### src/rtl/sstep_pkg.sv
package sstep_pkg;

    typedef enum logic [1:0] {
        ST_INACTIVE = 2'd0,
        ST_ARMED    = 2'd1,
        ST_PENDING  = 2'd2
    } step_state_e;

    // Classification of the step machine from its qualifying bits.
    function automatic step_state_e classify(
        input logic en,
        input logic mask,
        input logic allow,
        input logic flag
    );
        if (!en || mask || !allow) begin
            return ST_INACTIVE;
        end
        return flag ? ST_ARMED : ST_PENDING;
    endfunction

endpackage

### src/rtl/sstep_ctl_reg.sv
module sstep_ctl_reg #(
    parameter int CTL_W  = 32,
    parameter int EN_BIT = 0
) (
    input  logic             clk,
    input  logic             rst_n,
    input  logic             wr_en,
    input  logic [CTL_W-1:0] wr_data,
    output logic             en_d,
    output logic             en_q
);
    localparam logic [CTL_W-1:0] EN_MASK = CTL_W'(1) << EN_BIT;

    // Only the enable bit is held; the rest of the word has no effect.
    logic unused_ctl_bits;
    assign unused_ctl_bits = ^(wr_data & ~EN_MASK);

    always_comb begin
        en_d = wr_en ? wr_data[EN_BIT] : en_q;
    end

    always_ff @(posedge clk or negedge rst_n) begin
        if (!rst_n) begin
            en_q <= 1'b0;
        end else begin
            en_q <= en_d;
        end
    end
endmodule

### src/rtl/sstep_flags.sv
module sstep_flags #(
    parameter int STAT_W = 32,
    parameter int SS_BIT = 21,
    parameter int DM_BIT = 9
) (
    input  logic              clk,
    input  logic              rst_n,
    input  logic              armed,
    input  logic              retire,
    input  logic              exc_entry,
    input  logic              step_take,
    input  logic              exc_return,
    input  logic [STAT_W-1:0] ret_word,
    output logic              ss_d,
    output logic              dm_d,
    output logic              held_ss,
    output logic              held_dm
);
    localparam logic [STAT_W-1:0] USED_MASK =
        (STAT_W'(1) << SS_BIT) | (STAT_W'(1) << DM_BIT);

    logic unused_ret_bits;
    assign unused_ret_bits = ^(ret_word & ~USED_MASK);

    logic ss_q, dm_q;
    logic ss_after;   // flag once this cycle's retire is accounted for
    logic enter;

    always_comb begin
        enter    = exc_entry | step_take;
        ss_after = (armed && retire) ? 1'b0 : ss_q;
        if (enter) begin
            ss_d = 1'b0;
            dm_d = 1'b1;
        end else if (exc_return) begin
            ss_d = ret_word[SS_BIT];
            dm_d = ret_word[DM_BIT];
        end else begin
            ss_d = ss_after;
            dm_d = dm_q;
        end
    end

    always_ff @(posedge clk or negedge rst_n) begin
        if (!rst_n) begin
            ss_q    <= 1'b0;
            dm_q    <= 1'b1;
            held_ss <= 1'b0;
            held_dm <= 1'b0;
        end else begin
            ss_q <= ss_d;
            dm_q <= dm_d;
            if (enter) begin
                held_ss <= ss_after;
                held_dm <= dm_q;
            end
        end
    end
endmodule

### src/rtl/sstep_fsm.sv
module sstep_fsm
    import sstep_pkg::*;
(
    input  logic        clk,
    input  logic        rst_n,
    input  logic        en_d,
    input  logic        dm_d,
    input  logic        ss_d,
    input  logic        dbg_allow,
    input  logic        irq_pending,
    input  logic        exc_entry,
    output step_state_e state_q,
    output logic        issue_ok,
    output logic        req,
    output logic        take
);
    step_state_e state_d;

    always_comb begin
        state_d = classify(en_d, dm_d, dbg_allow, ss_d);
    end

    // State register.
    always_ff @(posedge clk or negedge rst_n) begin
        if (!rst_n) begin
            state_q <= ST_INACTIVE;
        end else begin
            state_q <= state_d;
        end
    end

    // Outputs.
    always_comb begin
        issue_ok = 1'b1;
        req      = 1'b0;
        take     = 1'b0;
        unique case (state_q)
            ST_INACTIVE: begin
                issue_ok = 1'b1;
            end
            ST_ARMED: begin
                issue_ok = 1'b1;
            end
            ST_PENDING: begin
                issue_ok = 1'b0;
                req      = 1'b1;
                take     = !irq_pending && !exc_entry;
            end
            default: begin
                issue_ok = 1'b1;
            end
        endcase
    end
endmodule

### src/rtl/sstep_ctrl.sv
module sstep_ctrl
    import sstep_pkg::*;
#(
    parameter int CTL_W  = 32,
    parameter int STAT_W = 32,
    parameter int EN_BIT = 0,
    parameter int SS_BIT = 21,
    parameter int DM_BIT = 9
) (
    input  logic              clk,
    input  logic              rst_n,
    input  logic              ctl_wr_en,
    input  logic [CTL_W-1:0]  ctl_wr_data,
    input  logic              dbg_allow,
    input  logic              retire,
    input  logic              exc_entry,
    input  logic              exc_return,
    input  logic [STAT_W-1:0] ret_word,
    input  logic              irq_pending,
    output logic              issue_ok,
    output logic              step_exc_req,
    output logic              step_exc_take,
    output logic [1:0]        step_state,
    output logic              held_ss,
    output logic              held_dm
);
    logic        en_d, en_q;
    logic        ss_d, dm_d;
    step_state_e state_q;

    logic unused_en_q;
    assign unused_en_q = en_q;

    sstep_ctl_reg #(.CTL_W(CTL_W), .EN_BIT(EN_BIT)) u_ctl (
        .clk     (clk),
        .rst_n   (rst_n),
        .wr_en   (ctl_wr_en),
        .wr_data (ctl_wr_data),
        .en_d    (en_d),
        .en_q    (en_q)
    );

    sstep_flags #(.STAT_W(STAT_W), .SS_BIT(SS_BIT), .DM_BIT(DM_BIT)) u_flags (
        .clk        (clk),
        .rst_n      (rst_n),
        .armed      (state_q == ST_ARMED),
        .retire     (retire),
        .exc_entry  (exc_entry),
        .step_take  (step_exc_take),
        .exc_return (exc_return),
        .ret_word   (ret_word),
        .ss_d       (ss_d),
        .dm_d       (dm_d),
        .held_ss    (held_ss),
        .held_dm    (held_dm)
    );

    sstep_fsm u_fsm (
        .clk         (clk),
        .rst_n       (rst_n),
        .en_d        (en_d),
        .dm_d        (dm_d),
        .ss_d        (ss_d),
        .dbg_allow   (dbg_allow),
        .irq_pending (irq_pending),
        .exc_entry   (exc_entry),
        .state_q     (state_q),
        .issue_ok    (issue_ok),
        .req         (step_exc_req),
        .take        (step_exc_take)
    );

    assign step_state = state_q;
endmodule

### config.mk
export PLATFORM = sky130hd
export DESIGN_NAME = sstep_ctrl
export DESIGN_NICKNAME = d
export VERILOG_FILES = /design/src/rtl/sstep_pkg.sv /design/src/rtl/sstep_ctl_reg.sv /design/src/rtl/sstep_flags.sv /design/src/rtl/sstep_fsm.sv /design/src/rtl/sstep_ctrl.sv
export SDC_FILE = /design/constraint.sdc
export NUM_CORES = 1
export LEC_CHECK = 0
export ABC_AREA = 1
export BUFFER_PORTS_ARGS = -buffer_cell sky130_fd_sc_hd__buf_2
export CAP_MARGIN = 20
export CORE_MARGIN = 1
export CORE_UTILIZATION = 21
export CTS_BUF_LIST = sky130_fd_sc_hd__clkbuf_2
export DETAILED_ROUTE_END_ITERATION = 8
export PLACE_DENSITY = 0.78
export REMOVE_ABC_BUFFERS = 1
export SYNTH_ARGS = -nofsm -noshare
export SYNTH_HDL_FRONTEND = slang
export SYNTH_SLANG_ARGS = --single-unit
### constraint.sdc
create_clock -name clk -period 0.9 [get_ports clk]
set_input_delay 0 -clock clk [delete_from_list [all_inputs] [get_ports clk]]
set_output_delay 0 -clock clk [all_outputs]
set_load 0.02 [all_outputs]
# Yosys cells after proc, flatten, opt, wreduce, memory -nomap -nowiden
# Index checks and enable logic that the tools add are counted.
[word_totals] ff_bits=7 input_bits=72 wordCells=30
[op_classes] eq_ne=2 muxes=13 bitwise_logic=1 n_reduce_logical=8
[op_table] operator="$mux W1" count=10
[op_table] operator="$mux W2" count=3
[op_table] operator="$logic_not A1 Y1" count=4
[op_table] operator="$eq A2 B1 Y1 const B" count=1
[op_table] operator="$eq A2 B2 Y1 const B" count=1
[op_table] operator="$logic_and A1 B1 Y1" count=2
[op_table] operator="$logic_or A1 B1 Y1" count=2
[op_table] operator="$or A1 B1 Y1" count=1

# Longest topological paths before layout
# Gate-level depths: netlist of run 1.
[depth] word_depth=9 depth_mapped=6 depth_no_buf=6

# Hierarchy
# From an unflattened synthesis of run 1, not the netlist that was laid out.
[unflattened] hier_cells=40 hier_area_um2=330.3
[by_module_without_submodules] mod="sstep_flags" instances=1 cells_per_inst=19 area_each_um2=178.9
[by_module_without_submodules] mod="sstep_fsm" instances=1 cells_per_inst=14 area_each_um2=101.3
[by_module_without_submodules] mod="sstep_ctl_reg" instances=1 cells_per_inst=5 area_each_um2=40.0
[by_module_without_submodules] mod="sstep_ctrl" instances=1 cells_per_inst=2 area_each_um2=10.0

# Worst setup path after synthesis of run 1
# OpenSTA, ideal clock, no wires.
[synth_path] path_type="register -> register" startpoint="register u_fsm.state_q[0]" endpoint="register u_flags.held_dm" setup_ps=127 t_arrival_ps=948 t_required_ps=773 slack_ps=-175 path_stages_with_launch=5 n_path_buf=0 period_less_slack_ps=1075 path_cell_list="dfrtp_1 > nor2_4 > a21oi_4 > nand2_1 > o21ai_0"
[synth_via] elab_chain_cells=3
[synth_rtl] element="from (decl)" line_no="sstep_fsm.sv:12" rtl="output step_state_e state_q,"
[synth_rtl] element="from (signal assigned)" line_no="sstep_fsm.sv:28" rtl="state_q <= state_d;"
[synth_rtl] element="$eq A2 B2 Y1" line_no="sstep_fsm.sv:37" rtl="unique case (state_q)"
[synth_rtl] element="$mux W1" line_no="sstep_fsm.sv:37"
[synth_rtl] element="$or A1 B1 Y1" line_no="sstep_flags.sv:30" rtl="enter = exc_entry | step_take;"
[synth_rtl] element="to (signal assigned)" line_no="sstep_flags.sv:55" rtl="held_dm <= dm_q;"
[synth_rtl] element="to (decl)" line_no="sstep_flags.sv:17" rtl="output logic held_dm"
# Every way passes these cells.
# A chain may end at the register's enable or synchronous reset.

# Worst setup path after layout of run 1
[layout_path] startpoint="register u_fsm.state_q[0]" endpoint="output issue_ok"
[layout_via] elab_chain_cells=2
[layout_rtl] element="$eq A2 B2 Y1" line_no="sstep_fsm.sv:37"
[layout_rtl] element="$mux W1" line_no="sstep_fsm.sv:37"
[layout_rtl] element="to (decl)" line_no="sstep_ctrl.sv:20" rtl="output logic issue_ok,"
# Every way passes these cells.

==> results of run 1 <==
-- critical path: cells and delay by family (launching register included) --
family / cells / cell delay (ns)
DFF: 1 / 0.41
buffers and inverters: 3 / 0.26
and+or+nand+nor: 1 / 0.18
-- synthesized netlist by cell type, drive strengths merged --
cell / count
nand2: 13
inv: 12
dfrtp: 6
nor2: 6
nand3: 4
o21ai: 3
a21oi: 2
dfstp: 1
-- logic make-up (layout without fill, tap and decap cells) --
| logic type | count (synthesis) | after routing | synth area share (%) |
|---|---|---|---|
| buffers and inverters | 12 | 38 | 12.4 |
| AOI/OAI and AO/OA | 5 | 5 | 9.96 |
| DFF | 7 | 7 | 48.5 |
| and+or+nand+nor | 23 | 23 | 29.2 |
-- cells in the final DEF (no fill, tap or decap) --
cell / Yosys / final
dlygate4sd3_1: 0 / 1
buf_6: 0 / 4
a21oi_4: 1 / 1
clkbuf_2: 0 / 4
nand3_2: 1 / 1
nor2_2: 1 / 1
dfstp_2: 1 / 1
inv_2: 2 / 4
buf_2: 0 / 12
nor2_1: 4 / 4
nand2_1: 13 / 12
buf_4: 0 / 5
a21oi_2: 0 / 1
inv_1: 10 / 8
nand2_2: 0 / 1
dfrtp_1: 6 / 6
nand3_1: 3 / 2
nor2_4: 1 / 1
o21ai_1: 1 / 3
nand3_4: 0 / 1
-- how the worst max path moves through the flow --
stage,to,from,depth (start not counted)
final,issue_ok,u_fsm.state_q[0]$_DFF_PN0_,4
after detailed placement,u_fsm.state_q[1]$_DFF_PN0_,u_fsm.state_q[1]$_DFF_PN0_,5
after CTS,issue_ok,u_fsm.state_q[1]$_DFF_PN0_,5
after global routing,issue_ok,u_fsm.state_q[0]$_DFF_PN0_,4
after global placement,u_fsm.state_q[1]$_DFF_PN0_,u_fsm.state_q[1]$_DFF_PN0_,5
after floorplan,u_flags.held_dm$_DFFE_PN0P_,u_fsm.state_q[0]$_DFF_PN0_,4
-- stage by stage --
step | power, mW | area, sq um | instances | util (%) | hold WS [ns]
2_1_floorplan | 0.417 | 364 | 47 | - | -0.296
3_3_place_gp | 0.472 | 484 | 82 | 31.1 | -0.165
3_5_place_dp | 0.477 | 484 | 82 | 31.1 | -0.165
4_1_cts | 0.741 | 573 | 89 | 36.8 | 0.0206
5_1_grt | 0.769 | 576 | 89 | 36.9 | 0.0331
6_report | 0.731 | 576 | 89 | 36.9 | 0.0276
-- layer usage --
| layer | up-vias | GRT usage, % |
|---|---|---|
| met5 | - | 0 |
| met4 | 0 | 7.50 |
| met3 | 2 | 5.00 |
| met2 | 11 | 19.4 |
| met1 | 169 | 8.81 |
| li1 | 190 | - |
-- state kept, by name (all words and copies together) (netlist names) --
register         count
u_flags.dm_q         1
u_flags.ss_q         1
u_fsm.state_q        2
u_ctl.en_q           1
u_flags.held_ss      1
u_flags.held_dm      1
-- power groups by stage --
| stage | Clock (mW) | Combinational (mW) | Sequential, mW |
|---|---|---|---|
| final | 0.244 | 0.142 | 0.345 |
| after global routing | 0.263 | 0.158 | 0.348 |
| after CTS | 0.253 | 0.143 | 0.346 |
| after detailed placement | 0 | 0.126 | 0.351 |
| after global placement | 0 | 0.121 | 0.350 |
| after floorplan | 0 | 0.0552 | 0.362 |
-- what timing repair did --
item | in CTS | in global routing
hold endpoints to repair | 7 | 0
setup endpoints to repair | 9 | 11
gates resized for setup | 15 | 2
hold buffers | 1 | 0
pin swaps | 2 | 3
buffers inserted | 2 | 1
-- area by class of cell --
class | instances | area share, %
Inverter | 12 | 7.83
Clock buffer | 4 | 3.48
Multi-Input combinational cell | 28 | 28.0
Timing Repair Buffer | 22 | 26.5
Tap cell | 16 | 3.48
Sequential cell | 7 | 30.7
==> out/metrics.cfg, run 1 <==
[sta]
rsz0062_at_grt=yes
worst_slack_ns=-0.182
relSlewSlack_pct=85.9
finClkSkew_ns=0.000276
hold_viol_final=0
finalCritPeriodShare_pct=120
final-max-slew-violation-count=0
layout_min_cycle_time_ns=1.08
fmax_ghz=0.924
setup_viol=10
tns_ns=-1.06
worst_pin_slew_ns=0.211

[worst_setup_path]
cpMostUsedCell=buf_6
setup.worst_path.start_class=flop
crit_type=flop to output pin
crit_path_max_fanout=3
slowest_stage=dfrtp_1
cp.arrival_ns=1.08
r2r_cells=6
crit_required_ns=0.90
rr_startpoint=u_fsm.state_q[1]$_DFF_PN0_
critical_path.cell_chain=nor2_4, buf_6, inv_2, buf_6
end_kind=output pin
rrSetupSlack_ns=-0.13
r2r-end=u_fsm.state_q[1]$_DFF_PN0_
max_stage_delay_ns=0.41

[yosys]
syn_avg_cell_area_sq_um=7.75
ys_top_cells_by_area=dfrtp_1, nand2_1, inv_1, dfstp_2, a21oi_4
netlist.area_leader.share_pct=41.2
synth_cell_type_count=14
yosysSeqAreaShare_pct=48.5
synth_seq_cells=7
synth_cells=47
yosysTopAreaCell=dfrtp_1
syn_area_sq_um=364
synth_warnings=0

[clocking]
cts_made_buffers=3
cts_tree=done
htree_levels=1
clk_latency_ns=0.24
clkTransAtPathRegs_ns=0.07
cts_sinks=7
clockRootBuffer=clkbuf_2
cts_buffer_depth=2

[global_route]
grt.total_usage_pct=10.6
antenna_found_initial=0
grt_max_degree=8
overflow=0
grt_pass1_vias=378
grt_pass1_wl_microns=1370

[finish]
num_antenna_cells=0
seq_area_sq_um=176
fillCellCount=157
drive_above_1_share_pct=50.7
multi_input_area_sq_um=161
nets=146
syn_to_final_growth_pct=58.1

[routing]
dr_wl_met2_microns=481
via_per_inst=4.18
post_drt_wl_per_cell_microns=9.79
ant_nets=0
routed.top_layer=met4
drc=1
vias=372
wl_met3_microns=60
drt-pass1-iter-count=7
wl_microns=871
first_iter_violations=4
met1_length_microns=317

[place]
io_buffers=17
place_congestion=0.663
place_hpwl_microns=671
preCtsSetupSlack_ns=-0.0870

[power]
combPwrFrac_pct=19.4
leakagePower_nw=0.323
power_frac_clock_pct=33.4
switching_share_pct=29.9
intPower_mw=0.513
power_frac_seq_pct=47.2
power.density_mw_per_mm2=1270
peakVddDrop_mv=0.371
p_sw_mw=0.219

[worst_hold_path]
min_path_cells=3
hold_path_class=input pin to flop
hold_end=u_flags.dm_q$_DFF_PN1_
hold_start=ret_word[9]

[die]
die_h_microns=43.6
die_area_sq_mm=0.00190
pin_count=79
start_util_pct=23.4
core.rowCount=14
dieWidth_microns=43.6
core_sq_mm=0.00156

[outcome]
outcome=finished with violations
violations=DRC, setup timing

[job]
maxCapViolations=0

(Power assumes the default switching activity.)
==> run 2: changes to the inputs <==
--- a/config.mk
+++ b/config.mk
@@ -11,8 +11,10 @@
 export CORE_MARGIN = 1
 export CORE_UTILIZATION = 21
 export CTS_BUF_LIST = sky130_fd_sc_hd__clkbuf_2
+export CTS_CLUSTER_SIZE = 10
 export DETAILED_ROUTE_END_ITERATION = 8
 export PLACE_DENSITY = 0.78
+export RECOVER_POWER = 25
 export REMOVE_ABC_BUFFERS = 1
 export SYNTH_ARGS = -nofsm -noshare
 export SYNTH_HDL_FRONTEND = slang
==> run 2 against run 1 <==
The flow still finishes with violations (DRC, setup timing). Worst setup slack unchanged. Sequential share of layout area increased by 0.067 points. Non-clock buffer count unchanged. Utilization decreased by 0.080 points. Worst hold slack unchanged. Clock power about the same. Clock skew unchanged. Sequential cell count unchanged. Critical path depth unchanged. Largest power group unchanged. Highest routed layer unchanged.
==> out/metrics.cfg, run 2 (synthesized netlist as in run 1, its figures left out) <==
[job]
maxCapViolations=0  ; unchanged

[sta]
layout_min_cycle_time_ns=1.08  ; unchanged
setup_viol=10  ; unchanged
tns_ns=-1.06  ; unchanged
worst_pin_slew_ns=0.355  ; +0.144 ns
finClkSkew_ns=0.000276  ; unchanged
whs_ns=0.0276  ; unchanged
relSlewSlack_pct=76.3  ; -9.6 points
final-max-slew-violation-count=0  ; unchanged
hold_viol_final=0  ; unchanged
rsz0062_at_grt=yes
finalCritPeriodShare_pct=120  ; unchanged
fmax_ghz=0.924  ; unchanged
worst_slack_ns=-0.182  ; unchanged

[finish]
drive_above_1_share_pct=49.3  ; -1.4 points
regMostFlops=u_fsm.state_q
syn_to_final_growth_pct=57.7
nets=146  ; unchanged
final_util_pct=36.8  ; -0.080 points
largest_reg_flops=2  ; unchanged
most-common-layout-cells=nand2_1, buf_2, inv_1
fillCellCount=157  ; unchanged
design_area_sq_um=574  ; -0.22%
num_antenna_cells=0  ; unchanged
final_common_cell=nand2_1

[routing]
vias=372  ; unchanged
via_per_inst=4.18  ; unchanged
first_iter_violations=4  ; unchanged
drt-pass1-iter-count=7  ; unchanged
drc=1  ; unchanged
wl_microns=868  ; -0.34%
post_drt_wl_per_cell_microns=9.75  ; -0.34%
ant_nets=0  ; unchanged

[clocking]
cts_tree=done
cts_made_buffers=3  ; unchanged
htree_levels=1  ; unchanged
clockRootBuffer=clkbuf_2
clkTransAtPathRegs_ns=0.07  ; about the same
cts_buffer_depth=2  ; unchanged
clk_latency_ns=0.24  ; about the same
cts_sinks=7  ; unchanged

[power]
leakagePower_nw=0.321  ; -0.85%
power.density_mw_per_mm2=1270  ; +0.12%
peakVddDrop_mv=0.371  ; about the same
total_power_mw=0.731  ; about the same
switching_share_pct=29.9  ; about the same
p_sw_mw=0.219  ; about the same
power_frac_clock_pct=33.4  ; about the same
combPwrFrac_pct=19.3  ; about the same
power_frac_seq_pct=47.3  ; about the same
intPower_mw=0.512  ; -0.13%

[worst_hold_path]
min_path_cells=3  ; unchanged
hold_path_class=input pin to flop

[worst_setup_path]
crit_required_ns=0.90  ; about the same
crit_path_max_fanout=3  ; unchanged
r2r_cells=6  ; unchanged
cp.arrival_ns=1.08  ; about the same
crit_cells=4  ; unchanged
slowest_stage=dfrtp_1
crit_family=flip-flops
end_kind=output pin
setup.worst_path.start_class=flop
crit_type=flop to output pin
critical_path.cell_chain=nor2_4, buf_6, inv_2, buf_6
max_stage_delay_ns=0.41  ; about the same
crit_buf_inv=3  ; unchanged
cpMostUsedCell=buf_6

[die]
die_area_sq_mm=0.00190  ; unchanged
start_util_pct=23.4  ; unchanged
die_h_microns=43.6  ; unchanged
pin_count=79  ; unchanged
core_sq_mm=0.00156  ; unchanged
core.rowCount=14  ; unchanged
dieWidth_microns=43.6  ; unchanged

[global_route]
grt_pass1_wl_microns=1370  ; unchanged
grt_max_degree=8  ; unchanged
grt.total_usage_pct=10.6  ; unchanged
grt_pass1_vias=378  ; unchanged
antenna_found_initial=0  ; unchanged
overflow=0  ; unchanged

[outcome]
violations=DRC, setup timing
outcome=finished with violations

[place]
place_area_sq_um=484  ; unchanged
place_congestion=0.663  ; unchanged
io_buffers=17  ; unchanged
place_hpwl_microns=671  ; unchanged

==> run 2: cell types whose count changed in the layout (fill, tap and decap cells not counted), sizes merged <==
cell	previous run	this run
buf	21	20
clkbuf	4	5
==> run 2: routing by layer <==
layer / global-route usage (%) / routed length (microns)
met5: 0 / 0
met4: 7.50 / 11
met3: 5.00 / 60
met2: 19.4 / 482
met1: 8.81 / 313
==> run 2: area by class of cell <==
cell class	count	area, sq um	share of cell area, %
clock buffer	4	20.0	3.49
inverter	12	45.0	7.84
multi-input combinational	28	161	28.1
sequential	7	176	30.7
tap	16	20.0	3.49
timing repair buffer	22	151	26.4
==> run 2: power by group through the flow <==
stage	sequential (mW)	clock (mW)	combinational, mW
floorplan	0.362	0	0.0552
global placement	0.350	0	0.121
detailed placement	0.351	0	0.126
CTS	0.346	0.253	0.143
global route	0.348	0.263	0.158
finish	0.345	0.244	0.141
==> run 2: worst register-to-register path, stage by stage (launching register included) <==
cell     delay [ns]
dfrtp_1        0.40
inv_2          0.09
buf_4          0.12
nand3_4        0.06
a21oi_2        0.12
nor2_1         0.06
nor2_1         0.11
==> run 2: timing repair <==
item	4_1_cts	5_1_grt
setup endpoints to repair	9	11
hold buffers	1	0
buffers inserted	2	1
endpoints found under the hold margin	7	0
pin swaps	2	3
gates resized for setup	15	2
==> run 2: worst paths after layout <==
| path | startpoint | endpoint | slack [ns] |
|---|---|---|---|
| worst max register to register | u_fsm.state_q[1]$_DFF_PN0_ | u_fsm.state_q[1]$_DFF_PN0_ | -0.13 |
| worst max-delay path | u_fsm.state_q[0]$_DFF_PN0_ | issue_ok | -0.18 |
| max in group asynchronous | rst_n | u_flags.dm_q$_DFF_PN1_ | 0.43 |
| worst min-delay path | ret_word[9] | u_flags.dm_q$_DFF_PN1_ | 0.03 |
| worst min register to register | u_flags.held_ss$_DFFE_PN0P_ | u_flags.held_ss$_DFFE_PN0P_ | 0.52 |
| min in group asynchronous | rst_n | u_flags.held_ss$_DFFE_PN0P_ | 0.17 |
==> run 2: per-stage QoR <==
| stage | worst slack [ns] | std cells |
|---|---|---|
| 6_report | -0.182 | 89 |
| 5_1_grt | -0.215 | 89 |
| 4_1_cts | -0.197 | 89 |
| 3_5_place_dp | -0.0870 | 82 |
| 3_3_place_gp | -0.0393 | 82 |
| 2_1_floorplan | -0.175 | 47 |
